### src/rtl/sft_pkg.sv
package sft_pkg;

    localparam int WORD_W = 16;

    typedef struct packed {
        logic pad;    // padded long frame
        logic half;   // half-rate serial clock
        logic cfmt;   // inverted serial clock
        logic env;    // envelope frame sync
    } sft_cfg_t;

    function automatic int unsigned frame_bits(input logic pad, input int unsigned w);
        return pad ? 2 * w : w;
    endfunction

endpackage

### src/rtl/sft_clkdiv.sv
module sft_clkdiv (
    input  logic clk,
    input  logic rst,
    input  logic restart,
    input  logic active,
    input  sft_pkg::sft_cfg_t cfg,
    output logic tick,
    output logic ph,
    output logic sclk
);
    logic base;

    always_ff @(posedge clk) begin
        if (rst)          ph <= 1'b0;
        else if (restart) ph <= 1'b0;
        else if (active)  ph <= ~ph;
    end

    // a bit ends on every clock at full rate, on the second phase at half rate
    assign tick = active & (cfg.half ? ph : 1'b1);
    assign base = cfg.half ? ~ph : clk;
    assign sclk = active & (base ^ cfg.cfmt);
endmodule

### src/rtl/sft_seq.sv
module sft_seq #(
    parameter int W     = 16,
    parameter int CNT_W = 5
) (
    input  logic clk,
    input  logic rst,
    input  logic restart,
    input  logic tick,
    input  logic active,
    input  sft_pkg::sft_cfg_t cfg,
    output logic frame_end,
    output logic fs_out
);
    logic [CNT_W-1:0] bit_idx;
    logic [CNT_W:0]   last_idx;
    logic             in_data;

    assign last_idx  = (CNT_W+1)'(sft_pkg::frame_bits(cfg.pad, W) - 1);
    assign frame_end = tick & ({1'b0, bit_idx} == last_idx);
    assign in_data   = ({1'b0, bit_idx} < (CNT_W+1)'(W));

    always_ff @(posedge clk) begin
        if (rst)            bit_idx <= '0;
        else if (restart)   bit_idx <= '0;
        else if (frame_end) bit_idx <= '0;
        else if (tick)      bit_idx <= bit_idx + 1'b1;
    end

    always_comb begin
        if (!active)      fs_out = cfg.env;
        else if (cfg.env) fs_out = ~in_data;
        else              fs_out = (bit_idx == '0);
    end
endmodule

### src/rtl/sft_shreg.sv
module sft_shreg #(
    parameter int W = 16
) (
    input  logic         clk,
    input  logic         rst,
    input  logic         load,
    input  logic         tick,
    input  logic         word_stb,
    input  logic [W-1:0] word_in,
    output logic         msb
);
    logic [W-1:0] hold_q;
    logic [W-1:0] sh_q;

    always_ff @(posedge clk) begin
        if (rst) begin
            hold_q <= '0;
            sh_q   <= '0;
        end else begin
            if (word_stb) hold_q <= word_in;
            if (load)      sh_q <= word_stb ? word_in : hold_q;
            else if (tick) sh_q <= {sh_q[W-2:0], 1'b0};
        end
    end

    assign msb = sh_q[W-1];
endmodule

### src/rtl/ser_frame_tx.sv
module ser_frame_tx #(
    parameter int W = sft_pkg::WORD_W
) (
    input  logic         clk,
    input  logic         rst,
    input  logic         word_stb,
    input  logic [W-1:0] word_in,
    input  logic         pad_mode,
    input  logic         half_rate,
    input  logic         clk_fmt,
    input  logic         fs_env,
    input  logic         slot_sel,
    input  logic         oe_lvl,
    input  logic         fsync_in,
    output logic         sclk,
    output logic         fs_out,
    output logic         sdata,
    output logic         sdata_en
);
    localparam int CNT_W = $clog2(2 * W);

    sft_pkg::sft_cfg_t cfg;
    logic active_q, restart, tick, ph, frame_end, msb;

    assign cfg     = '{pad: pad_mode, half: half_rate, cfmt: clk_fmt, env: fs_env};
    assign restart = fsync_in | (word_stb & ~active_q);

    always_ff @(posedge clk) begin
        if (rst)          active_q <= 1'b0;
        else if (restart) active_q <= 1'b1;
    end

    sft_clkdiv u_div (
        .clk(clk), .rst(rst), .restart(restart), .active(active_q),
        .cfg(cfg), .tick(tick), .ph(ph), .sclk(sclk)
    );

    sft_seq #(.W(W), .CNT_W(CNT_W)) u_seq (
        .clk(clk), .rst(rst), .restart(restart), .tick(tick),
        .active(active_q), .cfg(cfg), .frame_end(frame_end), .fs_out(fs_out)
    );

    sft_shreg #(.W(W)) u_sh (
        .clk(clk), .rst(rst), .load(restart | frame_end), .tick(tick),
        .word_stb(word_stb), .word_in(word_in), .msb(msb)
    );

    assign sdata    = active_q & msb;
    assign sdata_en = active_q & (oe_lvl == slot_sel);
endmodule

### config.mk
export PLATFORM = sky130hd
export DESIGN_NAME = ser_frame_tx
export DESIGN_NICKNAME = d
export VERILOG_FILES = /design/src/rtl/sft_pkg.sv /design/src/rtl/sft_clkdiv.sv /design/src/rtl/sft_seq.sv /design/src/rtl/sft_shreg.sv /design/src/rtl/ser_frame_tx.sv
export SDC_FILE = /design/constraint.sdc
export NUM_CORES = 1
export LEC_CHECK = 0
export ABC_AREA = 0
export BUFFER_PORTS_ARGS = -buffer_cell sky130_fd_sc_hd__buf_4
export CORE_MARGIN = 5
export CORE_UTILIZATION = 35
export DETAILED_ROUTE_END_ITERATION = 8
export PLACE_DENSITY = 0.56
export SLEW_MARGIN = 20
export SYNTH_ARGS = -nofsm -noshare
export SYNTH_HDL_FRONTEND = slang
export SYNTH_HIERARCHICAL = 1
export SYNTH_SLANG_ARGS = --single-unit
### constraint.sdc
create_clock -name clk -period 2.08 [get_ports clk]
set_input_delay 0.208 -clock clk [delete_from_list [all_inputs] [get_ports clk]]
set_output_delay 0.208 -clock clk [all_outputs]
set_load 0.005 [all_outputs]
==> summary.txt, run 1 <==
Pwr
  • Lkg Pwr: 0.8887 nW
  • Tot Pwr: 1.908 mW
  • VDD IR max: 0.5881 mV
  • Pwr dens: 899.3 nW/um2

Outcome
  • Status: complete, no violations

Clock network
  • Worst-path clk slew: 0.07 ns
  • Setup bufs post-CTS: 0
  • Worst-Skew Late Latency: 0.39 ns
  • CTS tree: done

Logic synthesis
  • Synth cell count leaders: dfxtp_1 (39), mux2i_1 (34), nor2_1 (24)
  • Register area share after synthesis: 0.4555
  • Post-synth EDFFs: 0
  • Yosys reg bits: 39
  • Ys flop type: dfxtp_1
  • Yosys top cell by area: dfxtp_1
  • Area contributors post-synth: dfxtp_1 (46%), mux2i_1 (20%), o22ai_2 (7.3%), nor2_1 (5.3%), buf_6 (3.9%)
  • Synth top area share: 0.4555
  • Top-count cell post-synth: dfxtp_1
  • Synthesized cell area: 1714 um2
  • Synth Instances: 157
  • Synth warnings: 6
  • Post-Syn Area per Cell: 10.92 um2
  • Share of flip-flops with an asynchronous set or reset: 0
  • Syn nets: 185
  • Unique masters post-synth: 29

Worst hold path
  • Class of the worst hold path: in2reg
  • Hold Crit Start: fsync_in
  • Worst Hold End: active_q
  • Hold path depth: 3

Route
  • Wirelength, routed: 3225 um
  • First drt pass iteration count: 4
  • Avg WL per Cell: 12.50 um
  • Vias/cell: 4.733
  • DRT iter0 DRCs: 77
  • Drt drc: 0
  • Vias after detailed routing: 1221
  • DRT antenna net count: 0

Worst setup path
  • Crit path kind: clk2out
  • Crit path max fanout: 2
  • FF-to-FF Start: u_seq/bit_idx[0]
  • Startpoint class of the critical path: clock port
  • Crit path from: clk
  • Max incr delay on CP: 0.20 ns
  • Reg2reg path depth: 6
  • Cell family with most CP delay: buffers and inverters
  • WP data arrival: 1.74 ns
  • R2R setup slack: 0.28 ns
  • Critical path buffer and inverter count: 3
  • CP Data Required Time: 1.87 ns
  • Worst path cell trace: clkbuf_8 > clkbuf_8 > mux2i_1 > mux2i_1 > buf_4
  • Reg2reg end: u_sh/sh_q[3]
  • CP max-delay cell: mux2i_1
  • Crit end category: output pin

Finish
  • Syn-to-layout area delta: 23.80%
  • Final cell count without fillers: 258
  • Share of cells above drive strength 1: 0.3089
  • Antenna cells: 0
  • Nets: 218
  • Final Core Density: 0.4463

Die
  • Die area: 6397 um2
  • Boundary pin count: 30
  • Core ar.: 4755 um2
  • Starting Density: 0.3605
  • Die height: 79.98 um
  • Row count: 25
  • Die X: 79.98 um

Global routing
  • Initial antenna violation count: 0
  • First-pass GRT wire length: 5409 um
  • Vias in the first global route: 1232
  • Global route overflow: 0
  • Largest net degree at the start of global routing: 23
  • Total track usage: 0.1142

STA
  • Fin Setup TNS: 0 ns
  • Worst-Margin Slew: 0.4975 ns
  • # setup viols final: 0
  • RSZ-0062 raised after global routing: no
  • Endpoints failing hold: 0
  • WHS: 0.05300 ns
  • Clock skew: 0.005210 ns
  • Max_slew headroom: 0.6648
  • Max-slew violations: 0

Placement
  • Buffers on Ports: 29
  • GP Congestion: 0.6986
  • Placed insts: 247
  • DP Wirelength: 2242 um

Flow run
  • Max Cap Viol: 0
## report_power, final
part / internal, mW / leakage, nW / switching, mW / total [mW]
Combinational: 0.107 / 0.465 / 0.0991 / 0.206
Clock: 0.616 / 0.103 / 0.281 / 0.897
Sequential: 0.789 / 0.321 / 0.0163 / 0.805
Total: 1.51 / 0.889 / 0.396 / 1.91
## cells by family after synthesis
family	count (synthesis)	share of synthesized area
AND/OR/NAND/NOR	40	0.1139
flip-flops	39	0.4555
multiplexers	34	0.1985
AO/OA/AOI/OAI	22	0.1190
buffers and inverters	14	0.06787
XOR/XNOR	6	0.03066
adder cells (fa/ha/maj)	2	0.01460
## tightest hold or removal path, delay by kind of cell
family | cells | cell delay [ns]
simple gates | 2 | 0.11
buf+inv | 1 | 0.09
## per-layer routing
layer,vias to the layer above,global-route usage,part of all wire
li1,616,-,-
met1,572,0.1198,0.44
met2,25,0.1763,0.48
met3,8,0.04966,0.042
met4,0,0.09122,0.031
met5,-,0,0
## cells in the final DEF, fill, tap and decap left out, drive strengths merged, types with 3 or more instances in the layout
| cell type | Yosys | routed |
|---|---|---|
| o22ai | 15 | 15 |
| buf | 9 | 33 |
| nand2b | 3 | 3 |
| nand2 | 4 | 4 |
| nor2 | 24 | 24 |
| o21ai | 3 | 3 |
| inv | 4 | 4 |
| clkbuf | 1 | 9 |
| mux2i | 34 | 34 |
| xor2 | 4 | 4 |
| dfxtp | 39 | 39 |
## per-stage QoR
step	worst slack [ns]	instance area [um2]
after CTS	0.1064	2122
after detailed placement	0.1593	1948
after floorplan	0.01021	1714
final	0.1307	2122
after global routing	0.08281	2122
after global placement	0.2582	1948
## flip-flops by register name, summed over array words and instances (netlist names)
| register | count |
|---|---|
| u_seq/bit_idx | 5 |
| u_sh/sh_q | 16 |
| u_sh/hold_q | 16 |
| active_q | 1 |
| u_div/ph | 1 |
## how the worst max path moves through the flow
stage | slack [ns] | endpoint | cells after the start
5_1_grt | 0.08 | fs_out | 5
2_1_floorplan | 0.01 | u_sh/sh_q[10] | 8
3_5_place_dp | 0.16 | u_sh/sh_q[3] | 6
3_3_place_gp | 0.26 | u_sh/sh_q[4] | 6
6_report | 0.13 | sclk | 5
4_1_cts | 0.11 | sclk | 5
## cell type report
class	count	area (um2)
tap	67	83.83
clock inverter	2	60.06
sequential	39	780.7
multi-input combinational	104	820.8
timing repair buffer	32	240.2
clock buffer	10	121.4
fill	481	2633
inverter	4	15.01
## what timing repair did
item | 4_1_cts | 5_1_grt
resized for setup | 0 | 1
setup endpoints to repair | 0 | 3
hold buffers | 0 | 0
endpoints found under the hold margin | 0 | 0
Power figures use the tool's default switching activity.
==> inputs of run 2 (changes only) <==
Settings changed: PLACE_DENSITY 0.56 to 0.54.
Clock period 2.08 ns to 2.2 ns, I/O delays scaled along.
==> run 2 against run 1 <==
  * Cell area fell by 2.8%
  * Clock power fell by 31%
  * Sequential cell count did not move
  * Die area did not move
  * Worst hold slack improved by 0.029 ns
  * Sequential share of layout area rose by 1.0 points
  * Non-clock buffer count fell by 1
  * Clock-buffer cell count rose by 1
  * Critical path depth did not move
  * Critical path type unchanged
  * Largest power group is now sequential cells
==> summary.txt, run 2 (same netlist as run 1, synthesis figures left out) <==
Worst hold path
  • Hold path depth: 3
  • Worst Hold End: active_q
  • Class of the worst hold path: in2reg
  • Hold Crit Start: fsync_in

Global routing
  • Total track usage: 0.1167
  • Vias in the first global route: 1254
  • Initial antenna violation count: 0
  • First-pass GRT wire length: 5623 um
  • Global route overflow: 0
  • Largest net degree at the start of global routing: 23

Die
  • Starting Density: 0.3605
  • Die area: 6397 um2
  • Boundary pin count: 30
  • Row count: 25
  • Die height: 79.98 um
  • Die X: 79.98 um
  • Core ar.: 4755 um2

Route
  • Wirelength, routed: 3348 um
  • DRT antenna net count: 0
  • Drt drc: 0
  • DRT iter0 DRCs: 49
  • First drt pass iteration count: 4
  • Vias after detailed routing: 1189
  • Vias/cell: 4.626
  • Avg WL per Cell: 13.03 um

Finish
  • Commonest non-fill, non-tap cell in the layout: dfxtp_1
  • Share of cells above drive strength 1: 0.2947
  • Syn-to-layout area delta: 20.37%
  • Nets: 217
  • Antenna cells: 0
  • Biggest regs: u_sh/hold_q x16, u_sh/sh_q x16, u_seq/bit_idx x5
  • Most frequent cells in the layout: dfxtp_1 (39), mux2i_1 (34), buf_4 (32)

Clock network
  • CTS tree: done
  • Worst-path clk slew: 0.07 ns
  • CTS Hold Buffers Added: 0
  • Setup bufs post-CTS: 0
  • Worst-Skew Late Latency: 0.39 ns
  • # resized after CTS: 0

Pwr
  • Pwr dens: 761.6 nW/um2
  • Lkg Pwr: 0.8600 nW
  • Tot Pwr: 1.571 mW
  • VDD IR max: 0.2196 mV

Worst setup path
  • Reg2reg path depth: 7
  • Startpoint class of the critical path: clock port
  • R2R setup slack: 0.44 ns
  • FF-to-FF Start: active_q
  • Crit path kind: clk2out
  • Reg2reg end: u_sh/sh_q[4]
  • Crit end category: output pin
  • CP Data Required Time: 1.98 ns
  • Crit path max fanout: 2
  • WP data arrival: 1.81 ns

STA
  • # setup viols final: 0
  • Max_slew headroom: 0.7021
  • RSZ-0062 raised after global routing: no
  • Endpoints failing hold: 0
  • PnR worst setup slack: 0.1666 ns
  • Clock skew: 0.004726 ns
  • Max-slew violations: 0
  • Fin Setup TNS: 0 ns
  • Worst-Margin Slew: 0.4422 ns

Placement
  • GP Congestion: 0.8090
  • Buffers on Ports: 29
  • DP Wirelength: 2302 um
  • Pre-CTS WS: 0.4333 ns

Outcome
  • Status: complete, no violations

Flow run
  • Max Cap Viol: 0
-- run 2: metrics by stage --
stage	cells	util	hold slack, ns	area [um2]
final	257	0.4339	0.08170	2063
after global routing	257	0.4339	0.09816	2063
after CTS	257	0.4339	0.07137	2063
after detailed placement	246	0.4082	0.4773	1941
after global placement	246	0.4082	0.4654	1941
after floorplan	157	-	0.2924	1714
-- run 2: power by group --
group / switching (mW) / internal, mW / total (mW)
clock: 0.265 / 0.352 / 0.616
combinational: 0.0924 / 0.0988 / 0.191
sequential: 0.0178 / 0.746 / 0.764
total: 0.375 / 1.20 / 1.57
-- run 2: metal layers --
metal	GRT usage	share of wire	vias to the layer above
met5	0	0	-
met2	0.1755	0.47	22
met1	0.1390	0.46	550
met3	0.04515	0.043	7
met4	0.07095	0.023	0
li1	-	-	610
-- run 2: how the worst max path moves through the flow --
stage / start / end / depth (start not counted)
3_5_place_dp: clk / sclk / 3
4_1_cts: clk / sclk / 5
2_1_floorplan: active_q / u_sh/sh_q[10] / 8
3_3_place_gp: clk / sclk / 3
5_1_grt: clk / sclk / 5
6_report: clk / sclk / 5
-- run 2: worst max-delay path, cell delays in order --
cell and delay, ns:
clkbuf_8 0.11, clkbuf_8 0.11, mux2i_1 0.15, mux2i_1 0.21
buf_4 0.13
-- run 2: final cells by class --
class	instances	area [um2]
flip-flops and latches	39	780.7
clock inverters	1	5.005
well taps	67	83.83
multi-input cells	104	820.8
clock buffers	11	125.1
repair buffers	31	232.7
fillers	484	2691
inverters	4	15.01
==> inputs of run 3 (changes only) <==
Clock period 2.2 ns to 2.15 ns, I/O delays scaled along.
==> run 3 against run 2 <==
  * Clock power increased by 0.8%
  * Critical path type unchanged
  * Largest power group unchanged
  * First-iteration DRC count down 29%
  * Largest cell class unchanged
  * Non-clock buffer count is 1 lower
==> summary.txt, run 3 (same netlist as run 1, synthesis figures left out) <==
STA
  • Max_slew headroom: 0.6767
  • Worst-Margin Slew: 0.4799 ns
  • Fin Setup TNS: 0 ns
  • Clock skew: 0.002739 ns
  • # setup viols final: 0
  • Endpoints failing hold: 0
  • PnR worst setup slack: 0.1648 ns
  • Max-slew violations: 0
  • WHS: 0.06540 ns
  • RSZ-0062 raised after global routing: no

Worst setup path
  • Startpoint class of the critical path: clock port
  • Worst path cell trace: clkbuf_8 > clkbuf_8 > mux2i_1 > mux2i_1 > buf_4
  • Crit end category: output pin
  • WP data arrival: 1.77 ns
  • Critical path buffer and inverter count: 3
  • Crit path kind: clk2out
  • CP max-delay cell: mux2i_1
  • Cell family with most CP delay: buffers and inverters
  • CP Data Required Time: 1.93 ns
  • Max incr delay on CP: 0.20 ns
  • Crit path max fanout: 2

Finish
  • Syn-to-layout area delta: 19.93%
  • Most frequent cells in the layout: dfxtp_1 (39), mux2i_1 (34), buf_4 (31)
  • Commonest non-fill, non-tap cell in the layout: dfxtp_1
  • Fillers: 487
  • Antenna cells: 0
  • Biggest regs: u_sh/hold_q x16, u_sh/sh_q x16, u_seq/bit_idx x5
  • Final cell count without fillers: 256
  • Post-route cell area: 2056 um2
  • Share of cells above drive strength 1: 0.2963
  • Nets: 216

Flow run
  • Max Cap Viol: 0

Outcome
  • Status: complete, no violations

Global routing
  • Global route overflow: 0
  • Largest net degree at the start of global routing: 23
  • Vias in the first global route: 1189
  • Total track usage: 0.1092
  • First-pass GRT wire length: 5257 um
  • Initial antenna violation count: 0

Pwr
  • Lkg Pwr: 0.8561 nW
  • Seq pwr share: 0.490
  • Clock share of power: 0.389
  • Logic pwr share: 0.121
  • Pint: 1.223 mW
  • Sw Ratio: 0.2334
  • Pwr dens: 776.3 nW/um2
  • VDD IR max: 0.2953 mV
  • Psw: 0.3725 mW

Route
  • Vias after detailed routing: 1174
  • Drt drc: 0
  • DRT antenna net count: 0
  • Avg WL per Cell: 12.42 um
  • DRT iter0 DRCs: 35
  • Vias/cell: 4.586
  • Wirelength, routed: 3180 um
  • First drt pass iteration count: 4

Die
  • Die height: 79.98 um
  • Boundary pin count: 30
  • Row count: 25
  • Starting Density: 0.3605
  • Core ar.: 4755 um2
  • Die X: 79.98 um
  • Die area: 6397 um2

Placement
  • Buffers on Ports: 29
  • Placed insts: 245
  • DP Wirelength: 2236 um
  • DP Area: 1933 um2
  • Pre-CTS WS: 0.1426 ns
  • GP Congestion: 0.7320

Clock network
  • Worst-Skew Late Latency: 0.39 ns
  • CTS tree: done
  • Worst-path clk slew: 0.07 ns
  • CTS Hold Buffers Added: 0

Worst hold path
  • Class of the worst hold path: in2reg
==> run 3: path summary, 6_finish.rpt <==
kind | startpoint | end | slack (ns) | cells after the start
setup / recovery | clk | sclk | 0.16 | 5
hold / removal | fsync_in | active_q | 0.07 | 3
setup reg to reg | u_seq/bit_idx[0] | u_sh/sh_q[1] | 0.36 | 6
hold reg to reg | u_sh/hold_q[4] | u_sh/hold_q[4] | 0.51 | 2
==> run 3: layout make-up <==
cell class	instances	area [um2]	share of cell area
Inverter	4	15.01	0.007304
Timing Repair Buffer	30	225.2	0.1096
Clock inverter	1	5.005	0.002435
Clock buffer	11	125.1	0.06086
Sequential cell	39	780.7	0.3798
Multi-Input combinational cell	104	820.8	0.3993
Tap cell	67	83.83	0.04078
==> run 3: repair_timing <==
action / CTS / global route
gates resized for setup: 0 / 1
setup buffers: 0 / 0
setup endpoints to repair: 0 / 8
==> run 3: per-stage QoR <==
stage / util / total power, mW
floorplan: - / 0.9532
global placement: 0.4066 / 1.009
detailed placement: 0.4066 / 1.015
CTS: 0.4324 / 1.623
global route: 0.4324 / 1.690
finish: 0.4324 / 1.596
==> run 3: worst register-to-register path: stages (launching register included) <==
cell and delay [ns]:
dfxtp_1 0.35, ha_1 0.25, nand4_2 0.12, nor2_1 0.06, a211o_1 0.29, or2_2 0.48
o22ai_1 0.17
==> run 3: power groups by stage <==
stage               combinational [mW]  sequential (mW)  clock, mW
floorplan                        0.145            0.793     0.0157
global placement                 0.190            0.797     0.0219
detailed placement               0.195            0.798     0.0219
CTS                              0.196            0.782      0.645
global route                     0.212            0.786      0.692
finish                           0.193            0.782      0.621
==> run 3: per-layer routing <==
| layer | part of all wire | vias up | track usage |
|---|---|---|---|
| met2 | 0.46 | 20 | 0.1631 |
| met3 | 0.045 | 7 | 0.04289 |
| met1 | 0.47 | 536 | 0.1285 |
| met5 | 0 | - | 0 |
| li1 | - | 611 | - |
| met4 | 0.026 | 0 | 0.07095 |
